## config.mk

```make
export PLATFORM = sky130hd
export DESIGN_NAME = pfx_addr_decoder
export DESIGN_NICKNAME = d
export VERILOG_FILES = /design/src/rtl/pad_pkg.sv /design/src/rtl/pad_pfx_detect.sv /design/src/rtl/pad_classify.sv /design/src/rtl/pad_seq.sv /design/src/rtl/pfx_addr_decoder.sv
export SDC_FILE = /design/constraint.sdc
export NUM_CORES = 1
export LEC_CHECK = 0
export BUFFER_PORTS_ARGS = -buffer_cell sky130_fd_sc_hd__buf_2
export CAP_MARGIN = 40
export CORE_ASPECT_RATIO = 0.6
export CORE_UTILIZATION = 55
export DETAILED_ROUTE_END_ITERATION = 6
export GPL_TIMING_DRIVEN = 0
export HOLD_SLACK_MARGIN = 0.05
export PLACE_DENSITY = 0.8
export SLEW_MARGIN = 0
export SYNTH_ARGS = -nofsm -noshare
export SYNTH_HDL_FRONTEND = slang
export SYNTH_SLANG_ARGS = --single-unit
```

## constraint.sdc

```tcl
create_clock -name clk_i -period 3.05 [get_ports clk_i]
set_clock_uncertainty 0.2 [all_clocks]
set_input_delay 0.4575 -clock clk_i [delete_from_list [all_inputs] [get_ports clk_i]]
set_output_delay 0.4575 -clock clk_i [all_outputs]
set_load 0.1 [all_outputs]
```

## src/rtl/pad_pkg.sv

```systemverilog
package pad_pkg;
  localparam int BYTE_W   = 8;
  localparam int MAX_OPND = 2;
  localparam int CNT_W    = $clog2(MAX_OPND + 1);
  localparam int MODE_W   = 4;

  typedef enum logic [2:0] {PF_NONE, PF_72, PF_90, PF_91, PF_92} pfx_e;

  typedef enum logic [MODE_W-1:0] {
    MD_NONE      = 4'd0,
    MD_SP8       = 4'd1,
    MD_ABS8      = 4'd2,
    MD_ABS16     = 4'd3,
    MD_IMM8      = 4'd4,
    MD_ACC       = 4'd5,
    MD_REG16     = 4'd6,
    MD_IDX0      = 4'd7,
    MD_IDX8      = 4'd8,
    MD_IDX16     = 4'd9,
    MD_IND8      = 4'd10,
    MD_IND16     = 4'd11,
    MD_IND8_IDX  = 4'd12,
    MD_IND16_IDX = 4'd13
  } mode_e;

  typedef struct packed {
    mode_e            mode;
    logic             idx_y;
    logic             reg_swap;
    logic             indirect;
    logic             ptr_wide;
    logic [CNT_W-1:0] cnt;
  } dec_s;

  function automatic logic uses_index(mode_e m);
    return m inside {MD_IDX0, MD_IDX8, MD_IDX16, MD_IND8_IDX, MD_IND16_IDX};
  endfunction

  function automatic logic [CNT_W-1:0] opnd_count(mode_e m);
    case (m)
      MD_ABS16, MD_IDX16, MD_IND16, MD_IND16_IDX: return CNT_W'(2);
      MD_SP8, MD_ABS8, MD_IMM8, MD_IDX8, MD_IND8, MD_IND8_IDX: return CNT_W'(1);
      default: return CNT_W'(0);
    endcase
  endfunction
endpackage

```

## src/rtl/pad_pfx_detect.sv

```systemverilog
module pad_pfx_detect
  import pad_pkg::*;
(
  input  logic [BYTE_W-1:0] byte_i,
  output logic              is_pfx_o,
  output pfx_e              kind_o
);
  always_comb begin
    is_pfx_o = 1'b1;
    case (byte_i)
      8'h72:   kind_o = PF_72;
      8'h90:   kind_o = PF_90;
      8'h91:   kind_o = PF_91;
      8'h92:   kind_o = PF_92;
      default: begin
        kind_o   = PF_NONE;
        is_pfx_o = 1'b0;
      end
    endcase
  end
endmodule

```

## src/rtl/pad_classify.sv

```systemverilog
module pad_classify
  import pad_pkg::*;
(
  input  pfx_e              pfx_i,
  input  logic [BYTE_W-1:0] op_i,
  output dec_s              dec_o
);
  logic [3:0] hi, lo;
  logic       one_grp, two_grp, word_op, swap_pfx;
  mode_e      mode;

  assign hi = op_i[7:4];
  assign lo = op_i[3:0];
  assign one_grp = (hi inside {4'h0, 4'h3, 4'h4, 4'h5, 4'h6, 4'h7}) &&
                   !(lo inside {4'h1, 4'h2, 4'h5, 4'hB});
  assign two_grp = (hi inside {4'h1, [4'hA:4'hF]}) &&
                   !(op_i inside {8'h1C, 8'h1D, 8'hA7, 8'hAC, 8'hAD, 8'hAF, 8'hBC, 8'hBD});
  assign swap_pfx = (pfx_i == PF_90) || (pfx_i == PF_91);

  always_comb begin
    mode = MD_NONE;
    if (one_grp) begin
      case (pfx_i)
        PF_NONE, PF_90:
          case (hi)
            4'h0:    mode = MD_SP8;
            4'h3:    mode = MD_ABS8;
            4'h4:    mode = MD_ACC;
            4'h5:    mode = MD_REG16;
            4'h6:    mode = MD_IDX8;
            4'h7:    mode = MD_IDX0;
            default: mode = MD_NONE;
          endcase
        PF_72:
          case (hi)
            4'h3:    mode = MD_IND16;
            4'h4:    mode = MD_IDX16;
            4'h5:    mode = MD_ABS16;
            4'h6:    mode = MD_IND16_IDX;
            default: mode = MD_NONE;
          endcase
        PF_92:
          case (hi)
            4'h3:    mode = MD_IND8;
            4'h6:    mode = MD_IND8_IDX;
            default: mode = MD_NONE;
          endcase
        PF_91:   mode = (hi == 4'h6) ? MD_IND8_IDX : MD_NONE;
        default: mode = MD_NONE;
      endcase
    end else if (two_grp) begin
      case (pfx_i)
        PF_NONE, PF_90:
          case (hi)
            4'h1:    mode = MD_SP8;
            4'hA:    mode = MD_IMM8;
            4'hB:    mode = MD_ABS8;
            4'hC:    mode = MD_ABS16;
            4'hD:    mode = MD_IDX16;
            4'hE:    mode = MD_IDX8;
            4'hF:    mode = MD_IDX0;
            default: mode = MD_NONE;
          endcase
        PF_72:
          case (hi)
            4'hC:    mode = MD_IND16;
            4'hD:    mode = MD_IND16_IDX;
            default: mode = MD_NONE;
          endcase
        PF_92:
          case (hi)
            4'hC:    mode = MD_IND8;
            4'hD:    mode = MD_IND8_IDX;
            default: mode = MD_NONE;
          endcase
        PF_91:   mode = (hi == 4'hD) ? MD_IND8_IDX : MD_NONE;
        default: mode = MD_NONE;
      endcase
    end
  end

  // word compare / word load carry a register operand that may be Y
  assign word_op = two_grp && (lo == 4'h3 || lo == 4'hE) && (mode != MD_NONE);

  always_comb begin
    dec_o.mode     = mode;
    dec_o.idx_y    = (uses_index(mode) || mode == MD_REG16) && swap_pfx;
    dec_o.indirect = mode inside {MD_IND8, MD_IND16, MD_IND8_IDX, MD_IND16_IDX};
    dec_o.ptr_wide = mode inside {MD_IND16, MD_IND16_IDX};
    dec_o.cnt      = opnd_count(mode);
    if (!word_op)              dec_o.reg_swap = 1'b0;
    else if (uses_index(mode)) dec_o.reg_swap = !dec_o.idx_y;
    else                       dec_o.reg_swap = (pfx_i == PF_90);
  end
endmodule

```

## src/rtl/pad_seq.sv

```systemverilog
module pad_seq
  import pad_pkg::*;
(
  input  logic             clk_i,
  input  logic             rst_ni,
  input  logic             valid_i,
  input  logic             is_pfx_i,
  input  pfx_e             kind_i,
  input  logic [CNT_W-1:0] cnt_i,
  output pfx_e             cur_pfx_o,
  output logic             dec_fire_o,
  output logic             opnd_fire_o,
  output logic             illegal_o
);
  typedef enum logic [1:0] {S_IDLE, S_PFX, S_OPND} st_e;

  st_e              st_q;
  pfx_e             pfx_q;
  logic [CNT_W-1:0] cnt_q;

  assign cur_pfx_o   = (st_q == S_PFX) ? pfx_q : PF_NONE;
  assign dec_fire_o  = valid_i && !is_pfx_i && (st_q != S_OPND);
  assign opnd_fire_o = valid_i && (st_q == S_OPND);
  assign illegal_o   = valid_i && is_pfx_i && (st_q == S_PFX);

  always_ff @(posedge clk_i or negedge rst_ni) begin
    if (!rst_ni) begin
      st_q  <= S_IDLE;
      pfx_q <= PF_NONE;
      cnt_q <= '0;
    end else if (valid_i) begin
      case (st_q)
        S_IDLE, S_PFX: begin
          if (illegal_o) begin
            st_q  <= S_IDLE;
            pfx_q <= PF_NONE;
          end else if (is_pfx_i) begin
            st_q  <= S_PFX;
            pfx_q <= kind_i;
          end else if (cnt_i != '0) begin
            st_q  <= S_OPND;
            cnt_q <= cnt_i;
            pfx_q <= PF_NONE;
          end else begin
            st_q  <= S_IDLE;
            pfx_q <= PF_NONE;
          end
        end
        S_OPND: begin
          cnt_q <= cnt_q - CNT_W'(1);
          if (cnt_q == CNT_W'(1)) st_q <= S_IDLE;
        end
        default: st_q <= S_IDLE;
      endcase
    end
  end
endmodule

```

## src/rtl/pfx_addr_decoder.sv

```systemverilog
module pfx_addr_decoder
  import pad_pkg::*;
(
  input  logic              clk_i,
  input  logic              rst_ni,
  input  logic              byte_valid_i,
  input  logic [BYTE_W-1:0] byte_i,
  output logic              dec_valid_o,
  output logic [MODE_W-1:0] mode_o,
  output logic              idx_y_o,
  output logic              reg_swap_o,
  output logic              indirect_o,
  output logic              ptr_wide_o,
  output logic [CNT_W-1:0]  opnd_bytes_o,
  output logic              other_o,
  output logic              opnd_valid_o,
  output logic              illegal_o
);
  logic is_pfx, dec_fire;
  pfx_e kind, cur_pfx;
  dec_s dec;

  pad_pfx_detect u_det (
    .byte_i  (byte_i),
    .is_pfx_o(is_pfx),
    .kind_o  (kind)
  );

  pad_classify u_cls (
    .pfx_i(cur_pfx),
    .op_i (byte_i),
    .dec_o(dec)
  );

  pad_seq u_seq (
    .clk_i      (clk_i),
    .rst_ni     (rst_ni),
    .valid_i    (byte_valid_i),
    .is_pfx_i   (is_pfx),
    .kind_i     (kind),
    .cnt_i      (dec.cnt),
    .cur_pfx_o  (cur_pfx),
    .dec_fire_o (dec_fire),
    .opnd_fire_o(opnd_valid_o),
    .illegal_o  (illegal_o)
  );

  assign dec_valid_o  = dec_fire;
  assign mode_o       = dec_fire ? dec.mode : MD_NONE;
  assign idx_y_o      = dec_fire && dec.idx_y;
  assign reg_swap_o   = dec_fire && dec.reg_swap;
  assign indirect_o   = dec_fire && dec.indirect;
  assign ptr_wide_o   = dec_fire && dec.ptr_wide;
  assign opnd_bytes_o = dec_fire ? dec.cnt : '0;
  assign other_o      = dec_fire && (dec.mode == MD_NONE);
endmodule

```

==> results of run 1 <==
[what timing repair did]
item                       in CTS
gates resized for setup        60
buffers inserted               14
hold buffers                    1
hold endpoints to repair        7
setup endpoints to repair      13
pin swaps                      11
[synth_stat cells, types with 2 or more instances]
master | count | area share
o31ai_1 | 2 | 0.012
nand2b_1 | 5 | 0.026
a21o_1 | 2 | 0.012
o211ai_1 | 6 | 0.037
a32o_1 | 2 | 0.016
o2111ai_1 | 2 | 0.014
and3_1 | 3 | 0.015
clkbuf_1 | 4 | 0.012
o22ai_1 | 3 | 0.015
nor4b_1 | 2 | 0.014
and2_1 | 3 | 0.015
a21oi_1 | 2 | 0.0082
o21ai_1 | 2 | 0.0082
nand3b_1 | 2 | 0.012
nor2b_1 | 7 | 0.036
or4b_1 | 2 | 0.016
mux2i_1 | 2 | 0.016
nor3_1 | 5 | 0.021
dfrtp_1 | 7 | 0.14
a211o_1 | 2 | 0.014
o21a_1 | 2 | 0.012
o211a_1 | 2 | 0.016
nand2_1 | 9 | 0.028
and2b_1 | 3 | 0.019
nand3_1 | 10 | 0.041
or2_2 | 2 | 0.010
a211oi_1 | 2 | 0.012
a31oi_1 | 3 | 0.015
o21ai_0 | 5 | 0.021
buf_2 | 6 | 0.025
nor2_1 | 21 | 0.065
a32oi_1 | 3 | 0.022
nor3b_1 | 6 | 0.037
inv_1 | 6 | 0.019
[through the flow]
stage                     TNS [ps]  hold slack, ps
after floorplan              -1820           -38.1
after global placement       -2530            93.2
after detailed placement     -2760             107
after CTS                     -775             313
[kinds of logic after synthesis]
family / Yosys count / share of synthesized area
buffers and inverters: 17 / 0.0588
XOR/XNOR: 2 / 0.0144
AO/OA/AOI/OAI: 54 / 0.349
AND/OR/NAND/NOR: 88 / 0.406
flip-flops: 7 / 0.144
multiplexers: 2 / 0.0165
adder cells (fa/ha/maj): 1 / 0.0103
==> flow_summary.json, run 1 <==
{
  "synth-main-ff-cell": "dfrtp_1",
  "die_y_um": 38.4,
  "run.stop_error": "[ERROR DPL-0038] Utilization greater than 100%, impossible to legalize",
  "rows": 12,
  "clockRootBuffer": "clkbuf_8",
  "synthCells": 171,
  "synth_seq_cells": 7,
  "htreeDepth": 1,
  "syn_area_sq_um": 1210,
  "synth_cell_types": 60,
  "cts_buffers": 3,
  "status": "did not finish",
  "seq_area_frac_synth": 0.144,
  "synth_edf_count": 0,
  "cts_max_path_buffers": 2,
  "pre_cts_slack_ps": -472,
  "io_pins": 25,
  "haltStage": "5_1_grt",
  "dp_hpwl_mm": 2.84,
  "initial_core_util": 0.617,
  "grt_max_degree": 11,
  "yosysWarnings": 0,
  "fp.dieW_um": 62.6,
  "dp.cells": 221,
  "synth_nets": 183,
  "portBuffers": 22,
  "worst_path_end_type": "primary output",
  "async_flop_share": 1.00,
  "clock-sinks": 7,
  "place_area_sq_um": 1510,
  "place_congestion": 0.955,
  "crit_endpoint": "reg_swap_o",
  "synth_area_per_cell_sq_um": 7.10
}
==> run 2, diff against run 1 <==
- CORE_AREA: default -> 2 2 63 65
- CORE_ASPECT_RATIO: 0.6 -> default
- CORE_UTILIZATION: 55 -> default
- DIE_AREA: default -> 0 0 65 67
- HOLD_SLACK_MARGIN: 0.05 -> default
- PLACE_DENSITY: 0.8 -> default
- PLACE_DENSITY_LB_ADDON: default -> 0.15
==> flow_summary.json, run 2 <==
{
  "seq_area_frac_synth": 0.144,
  "place_congestion": 0.891,
  "yosys-top-cells-count": "nor2_1 (21), nand3_1 (10), nand2_1 (9)",
  "rrSetupSlack_ps": 130,
  "hold_start": "byte_valid_i",
  "cp_slowest_cell": "a211oi_4",
  "syn_area_sq_um": 1210,
  "cts.clk_slew.worst_paths_ps": 40,
  "rsz0062_at_grt": "true",
  "total_power_uw": 844,
  "htreeDepth": 1,
  "grt_pass1_wl_mm": 7.54,
  "synth-main-ff-cell": "dfrtp_1",
  "total_leakage_power_uw": 0.000891,
  "power.density_nw_per_um2": 375,
  "worstSkewPairLatency_ps": 220,
  "synth_seq_cells": 7,
  "synth-xor-area-share": 0.0144,
  "grt_max_degree": 11,
  "nets": 243,
  "cp-start-kind": "input port",
  "ant_nets": 0,
  "violations": "setup timing",
  "crit_start": "byte_i[5]",
  "max_slew_margin": 0.633,
  "hp-class": "in2reg",
  "synth-compound-area-share": 0.349,
  "wl_per_cell_um": 17.3,
  "biggestRegsByFlops": "u_seq.pfx_q: 3 flops, u_seq.cnt_q: 2 flops, u_seq.st_q: 2 flops",
  "synthSimpleGateAreaFrac": 0.406,
  "fin_util": 0.624,
  "rows": 22,
  "max_freq_mhz": 304,
  "drt-total-wl_mm": 4.82,
  "diodes": 0,
  "dp_hpwl_mm": 2.93,
  "drc": 0,
  "synth.area.top_cells": "dfrtp_1 (14%), nor2_1 (6.5%), nand3_1 (4.1%)",
  "initial_core_util": 0.337,
  "r2r_start": "u_seq.st_q[1]",
  "required_ps": 2390,
  "drv_cap": 0,
  "area_growth_pct": 85.5,
  "clock-sinks": 7,
  "synth_edf_count": 0,
  "arrival_ps": 2630,
  "crit_path_max_fanout": 10,
  "fin_ws_ps": -237,
  "endpoint_kind": "output port",
  "whs_ps": 314,
  "clockRootBuffer": "clkbuf_8",
  "place_area_sq_um": 1540,
  "setup_viol": 6,
  "drt_iter0_markers": 156,
  "timing.final.crit_period_ps": 3290,
  "status": "finished, violations left",
  "r2r_cells": 10,
  "synth_cell_types": 60,
  "synthCells": 171,
  "gr-usage-all-layers": 0.221,
  "finalHoldViolations": 0,
  "cpPeakStageDelay_ps": 330,
  "dr.pass1.iters": 4,
  "synth.area.mux_share": 0.0165,
  "final_common_cell": "buf_4",
  "synth_top_family_by_area": "simple AND/OR/NAND/NOR gates",
  "r2r-end": "u_seq.cnt_q[1]",
  "yosysMostFrequentCell": "nor2_1",
  "fp.dieArea_sq_um": 4360,
  "drive_gt1_frac": 0.552,
  "coreArea_sq_um": 3610,
  "path_cells": "buf_8, buf_4, buf_4, nor3b_1, o22ai_2, a211oi_4, a21oi_2, buf_6, a21oi_2, o21ai_2, a211oi_4, buf_12",
  "synth_area_per_cell_sq_um": 7.10,
  "antenna_found_initial": 0,
  "cts_tree": "yes",
  "cts_buffers": 3,
  "final_area_sq_um": 2250,
  "peakVddDrop_uv": 494,
  "synth_top_area_frac": 0.144,
  "yosysWarnings": 0,
  "portBuffers": 22,
  "grt-ovfl-total": 0,
  "synth_area_leader_cell": "dfrtp_1",
  "final_cell_mix": "buf_4 (32), buf_2 (11), buf_12 (10)",
  "endpoint": "reg_swap_o",
  "via_count": 1671,
  "fp.dieW_um": 65,
  "viasPerCell": 6.01,
  "io_pins": 25,
  "synth_nets": 183,
  "async_flop_share": 1.00,
  "slew_viol_final": 0,
  "crit_type": "in2out",
  "worst_pin_slew_ps": 551,
  "largest-register": "u_seq.pfx_q",
  "synthAdderAreaFrac": 0.0103,
  "period_share": 1.08,
  "grt_pass1_vias": 1612,
  "cts_max_path_buffers": 2,
  "die_y_um": 67,
  "largest_reg_flops": 3
}
==> run 2: cell counts after synthesis <==
No cell type changed its count.
==> run 2: worst min path at each step <==
stage | endpoint | depth (start not counted)
after floorplan | u_seq.cnt_q[0] | 0
after detailed placement | u_seq.cnt_q[1] | 1
after global placement | u_seq.cnt_q[1] | 1
final | u_seq.st_q[0] | 2
after global routing | u_seq.st_q[0] | 2
after CTS | u_seq.st_q[0] | 2
==> run 2: stage by stage <==
step           worst slack [ps]  TNS, ps  std cells
2_1_floorplan              -367    -1820        171
3_3_place_gp               -554    -3270        241
3_5_place_dp               -544    -3500        241
4_1_cts                    -198     -527        262
5_1_grt                    -348    -1440        278
6_report                   -237     -611        278
==> run 2: logic make-up after synthesis <==
logic type | Yosys count
AND/OR/NAND/NOR | 88
AO/OA/AOI/OAI | 54
buffers and inverters | 17
flip-flops | 7
XOR/XNOR | 2
multiplexers | 2
adder cells (fa/ha/maj) | 1
==> run 2: cell type report <==
cell class | count | area (sq um)
Buffer | 9 | 68.8
Clock buffer | 4 | 45.0
Fill cell | 299 | 1360
Inverter | 7 | 33.8
Multi-Input combinational cell | 147 | 1310
Sequential cell | 7 | 178
Tap cell | 48 | 60.1
Timing Repair Buffer | 56 | 554
==> run 2: critical path, delay by kind of cell <==
family	cells	cell delay (ps)
AOI/OAI and AO/OA	6	1090
buffers and inverters	5	770
and+or+nand+nor	1	320
==> run 2: power by group <==
part,switching [uW],total (uW),internal [uW]
Combinational,348,576,228
Sequential,25.3,142,117
Clock,36.6,127,90.1
==> run 2: repair_timing <==
action                                  4_1_cts  5_1_grt
hold buffers                                  1        0
hold endpoints to repair                      7        0
cloned                                        0        0
endpoints found under the setup margin       14       13
pin swaps                                    11       15
setup buffers                                17       16
resized for setup                            63       43
==> run 2: per-layer routing <==
layer | share of wire | wire length (um) | up-vias | global-route usage
met5 | 0 | 0 | - | 0
met4 | 0.020 | 95 | 0 | 0.0957
met3 | 0.046 | 223 | 10 | 0.0152
met2 | 0.53 | 2560 | 61 | 0.411
met1 | 0.40 | 1940 | 826 | 0.260
li1 | - | - | 774 | -
No activity file was read; power rests on OpenSTA's default activity.
